**config.mk**
```make
export PLATFORM = sky130hd
export DESIGN_NAME = mgpio_port
export DESIGN_NICKNAME = d
export VERILOG_FILES = /design/src/rtl/mgpio_pkg.sv /design/src/rtl/mgpio_decode.sv /design/src/rtl/mgpio_sync.sv /design/src/rtl/mgpio_regs.sv /design/src/rtl/mgpio_port.sv
export SDC_FILE = /design/constraint.sdc
export NUM_CORES = 1
export LEC_CHECK = 0
export CAP_MARGIN = 5
export CORE_ASPECT_RATIO = 0.5
export CORE_MARGIN = 2
export CORE_UTILIZATION = 41
export DETAILED_ROUTE_END_ITERATION = 12
export GPL_TIMING_DRIVEN = 0
export PLACE_DENSITY_LB_ADDON = 0.2
export SYNTH_ARGS = -nofsm -noshare
export SYNTH_HDL_FRONTEND = slang
export SYNTH_SLANG_ARGS = --single-unit
```
**constraint.sdc**
```tcl
create_clock -name clk -period 2.3 [get_ports clk]
set_input_delay 0.46 -clock clk [delete_from_list [all_inputs] [get_ports clk]]
set_output_delay 0.46 -clock clk [all_outputs]
set_load 0.02 [all_outputs]
```
**src/rtl/mgpio_pkg.sv**
```systemverilog
package mgpio_pkg;
  typedef enum logic [1:0] {
    RGN_DATA = 2'd0,
    RGN_DIR  = 2'd1,
    RGN_NONE = 2'd2
  } rgn_e;
endpackage

```
**src/rtl/mgpio_decode.sv**
```systemverilog
module mgpio_decode
  import mgpio_pkg::*;
#(
  parameter int NPINS  = 8,
  parameter int ADDR_W = NPINS + 3
) (
  input  logic [ADDR_W-1:0] addr,
  output rgn_e              rgn,
  output logic [NPINS-1:0]  mask
);
  localparam int IDX_LO  = 2;
  localparam int IDX_HI  = IDX_LO + NPINS - 1;
  localparam int SPACE_B = IDX_HI + 1;

  always_comb begin
    mask = addr[IDX_HI:IDX_LO];
    if (!addr[SPACE_B])
      rgn = RGN_DATA;
    else if (mask == '0)
      rgn = RGN_DIR;
    else
      rgn = RGN_NONE;
  end
endmodule

```
**src/rtl/mgpio_sync.sv**
```systemverilog
module mgpio_sync #(
  parameter int NPINS  = 8,
  parameter int STAGES = 2
) (
  input  logic             clk,
  input  logic             rst,
  input  logic [NPINS-1:0] pad,
  output logic [NPINS-1:0] sync
);
  for (genvar p = 0; p < NPINS; p++) begin : g_pin
    logic [STAGES-1:0] chain;
    always_ff @(posedge clk) begin
      if (rst)
        chain <= '0;
      else
        chain <= {chain[STAGES-2:0], pad[p]};
    end
    assign sync[p] = chain[STAGES-1];
  end
endmodule

```
**src/rtl/mgpio_regs.sv**
```systemverilog
module mgpio_regs #(
  parameter int NPINS = 8
) (
  input  logic             clk,
  input  logic             rst,
  input  logic             wr_data,
  input  logic             wr_dir,
  input  logic [NPINS-1:0] mask,
  input  logic [NPINS-1:0] wval,
  output logic [NPINS-1:0] data_q,
  output logic [NPINS-1:0] dir_q
);
  for (genvar p = 0; p < NPINS; p++) begin : g_bit
    always_ff @(posedge clk) begin
      if (rst) begin
        data_q[p] <= 1'b0;
        dir_q[p]  <= 1'b0;
      end else begin
        if (wr_data && mask[p])
          data_q[p] <= wval[p];
        if (wr_dir)
          dir_q[p] <= wval[p];
      end
    end
  end
endmodule

```
**src/rtl/mgpio_port.sv**
```systemverilog
module mgpio_port
  import mgpio_pkg::*;
#(
  parameter int NPINS       = 8,
  parameter int DATA_W      = 32,
  parameter int ADDR_W      = NPINS + 3,
  parameter int SYNC_STAGES = 2
) (
  input  logic              clk,
  input  logic              rst,
  input  logic              bus_sel,
  input  logic              bus_wr,
  input  logic [ADDR_W-1:0] bus_addr,
  input  logic [DATA_W-1:0] bus_wdata,
  output logic [DATA_W-1:0] bus_rdata,
  input  logic [NPINS-1:0]  pad_in,
  output logic [NPINS-1:0]  pad_out,
  output logic [NPINS-1:0]  pad_oe
);
  localparam int PAD_W = DATA_W - NPINS;

  rgn_e             rgn;
  logic [NPINS-1:0] mask;
  logic [NPINS-1:0] data_q;
  logic [NPINS-1:0] dir_q;
  logic [NPINS-1:0] pad_s;
  logic [NPINS-1:0] pin_val;
  logic [NPINS-1:0] rd_val;
  logic             wr_data;
  logic             wr_dir;
  logic             rd_en;

  mgpio_decode #(.NPINS(NPINS), .ADDR_W(ADDR_W)) i_decode (
    .addr (bus_addr),
    .rgn  (rgn),
    .mask (mask)
  );

  assign wr_data = bus_sel && bus_wr && (rgn == RGN_DATA);
  assign wr_dir  = bus_sel && bus_wr && (rgn == RGN_DIR);
  assign rd_en   = bus_sel && !bus_wr;

  mgpio_regs #(.NPINS(NPINS)) i_regs (
    .clk     (clk),
    .rst     (rst),
    .wr_data (wr_data),
    .wr_dir  (wr_dir),
    .mask    (mask),
    .wval    (bus_wdata[NPINS-1:0]),
    .data_q  (data_q),
    .dir_q   (dir_q)
  );

  mgpio_sync #(.NPINS(NPINS), .STAGES(SYNC_STAGES)) i_sync (
    .clk  (clk),
    .rst  (rst),
    .pad  (pad_in),
    .sync (pad_s)
  );

  assign pin_val = (dir_q & data_q) | (~dir_q & pad_s);

  always_comb begin
    unique case (rgn)
      RGN_DATA: rd_val = pin_val & mask;
      RGN_DIR:  rd_val = dir_q;
      default:  rd_val = '0;
    endcase
  end

  always_ff @(posedge clk) begin
    if (rst)
      bus_rdata <= '0;
    else if (rd_en)
      bus_rdata <= {{PAD_W{1'b0}}, rd_val};
  end

  assign pad_out = data_q;
  assign pad_oe  = dir_q;
endmodule

```
==> results.cfg <==
[outcome]
status = finished clean

[floorplanning]
die_w_um = 99.1
fp.dieH_um = 51.6
core_sq_mm = 0.00438
core.rowCount = 17
pin_count = 103
die_area_sq_mm = 0.00511
initial_utilization_pct = 42.3

[timing]
tightest_slew_ps = 631
setup_ws_ps = 382
slew_violations = 0
period_needed_ps = 1920
worst_clock_skew_ps = 2.25
setup_tns_ps = 0
post-route-period-util_pct = 83.4
relSlewSlack_pct = 57.8
rsz0062_at_grt = no
setup_viol = 0
finalHoldViolCount = 0
max_freq_mhz = 521

[routing]
post_drt_wl_per_cell_um = 12.9
vias = 1550
wl_um = 4320
drc_errors = 0
ant_nets = 0
drt_iter0_markers = 106
first_pass_iters = 4
via_per_inst = 4.61

[logic_synthesis]
yosys.area.top_type_share_pct = 43.2
synth_area_per_cell_sq_um = 9.37
yosys.cell_count.top_type = dfxtp_1
yosysWarnings = 0
async_flop_share_pct = 0
ys_top_cells_by_area = dfxtp_1, buf_4, mux2i_1
ys.flop_type = dfxtp_1
yosysUniqueCellTypes = 27
synth_common_cells = dfxtp_1, buf_4, nor2b_1
netlist_instances = 198
ys_ff_latch = 40
synth_edf_count = 0
syn_area_sq_mm = 0.00185
yosysTopAreaCell = dfxtp_1
yosysSeqAreaShare_pct = 43.2

[critical_path]
r2r_cells = 3
r2r_slack_ps = 1400
cp-start-kind = primary input
cp_max_fo = 10
cp.arrival_ps = 2110
path_class = primary input to register
cp-end-kind = register
critPathRequiredTime_ps = 2490

[worst_hold_path]
hp-class = register to register
holdPathStages = 1

[clock_tree]
htree_num_levels = 2
numCtsBuffers = 5
cts_resized = 0
clock-sinks = 40
clock_latency_ps = 290
ctsRootBufferMaster = clkbuf_8
clock_path_buffers = 2
cts_hold_buf = 0
clkTransAtPathRegs_ps = 70
postCtsSetupRepairBufs = 0
cts_tree = yes

[grt]
grt_first_pass_wirelength_um = 6620
overflow = 0
grt_pass1_vias = 1361
track_usage_pct = 17.1
grt_start_max_net_pins = 13
antenna_found_initial = 0

[job]
cap_violations = 0

[power_and_ir_drop]
switching_share_pct = 26.3
power.leakage_uw = 0.00105
power.density_mw_per_mm2 = 541
intPower_uw = 1040
clkPwrFrac_pct = 31.3
pwr-share-seq_pct = 51.4
ir_drop_uv = 354
switching_power_uw = 370
combPwrFrac_pct = 17.3

[place]
io_buffer_count = 51
hpwl_um = 3260
pre_cts_slack_ps = 113
gp_congestion = 0.763

[finish]
areaGrowthSynthToFinish_pct = 40.4
drive_gt1_share_pct = 14.7
diodes = 0
layout.nets = 334
[power by group through the flow]
| stage | clock, uW | combinational (uW) | sequential [uW] |
|---|---|---|---|
| final | 441 | 244 | 724 |
| after global routing | 487 | 262 | 726 |
| after CTS | 451 | 243 | 724 |
| after detailed placement | 0 | 242 | 740 |
| after global placement | 0 | 239 | 739 |
| after floorplan | 0 | 136 | 748 |
[worst max-delay path: stages]
cell and delay, ps:
clkdlybuf4s50_1 480, buf_4 170, nor2b_1 540, o21ai_0 180
a211oi_1 270
[metal layers]
layer	GRT usage, %	up-vias	share of wire, %
li1	-	789	-
met2	28.6	60	46
met4	5.71	0	0.58
met5	0	-	0
met3	5.91	4	9.1
met1	21.1	697	44
[through the flow]
step                      power [uW]  instance area, sq um  std cells  utilization, %  hold slack (ps)
final                           1410                  2600        336            59.4              440
after global routing            1470                  2600        336            59.4              458
after detailed placement         982                  2520        329            57.6              423
after global placement           978                  2520        329            57.6              419
after floorplan                  885                  1940        221               -              414
after CTS                       1420                  2600        336            59.4              442
[cell families after synthesis]
logic type      Yosys count  synth area share (%)
compound gates           32                  11.9
buf+inv                  42                  14.3
flops                    40                  43.2
mux                      16                  8.64
other cells               1                 0.202
simple gates             67                  21.8
[path summary, 6_finish.rpt]
path,start,to
max,bus_sel,bus_rdata[4]
min,i_sync.g_pin[4].chain[0],i_sync.g_pin[4].chain[1]
max reg2reg,i_sync.g_pin[5].chain[1],bus_rdata[5]
min reg2reg,i_sync.g_pin[4].chain[0],i_sync.g_pin[4].chain[1]
[state kept, by name (all words and copies together) (netlist names)]
signal,count
bus_rdata,8
i_regs.dir_q,8
i_sync.g_pin.chain,16
i_regs.data_q,8
[area by class of cell]
class                   instances  area [sq um]
plain buffers                  34           235
clock inverters                 2          12.5
well taps                      57          71.3
flip-flops and latches         40           801
clock buffers                   5          68.8
repair buffers                 51           510
inverters                       8          30.0
fillers                       394          1780
multi-input cells             139           875
[cells in the final DEF, fill, tap and decap left out, drive strengths merged]
cell type | synthesis | final
mux2i | 16 | 16
nand2 | 16 | 16
buf | 29 | 29
a41oi | 1 | 1
a32oi | 1 | 1
and3b | 1 | 1
a22oi | 1 | 1
o21ai | 14 | 14
nor2b | 23 | 23
nor2 | 10 | 10
clkinvlp | 0 | 1
nor4 | 1 | 1
a211oi | 14 | 14
clkinv | 0 | 1
clkbuf | 5 | 10
clkdlybuf4s50 | 0 | 51
and2b | 2 | 2
and4 | 1 | 1
o211ai | 1 | 1
nand4 | 1 | 1
nand2b | 2 | 2
nand3 | 1 | 1
inv | 8 | 8
conb | 1 | 24
nand4b | 8 | 8
and4bb | 1 | 1
dfxtp | 40 | 40
Note: power is estimated with default switching activity, not from simulation.
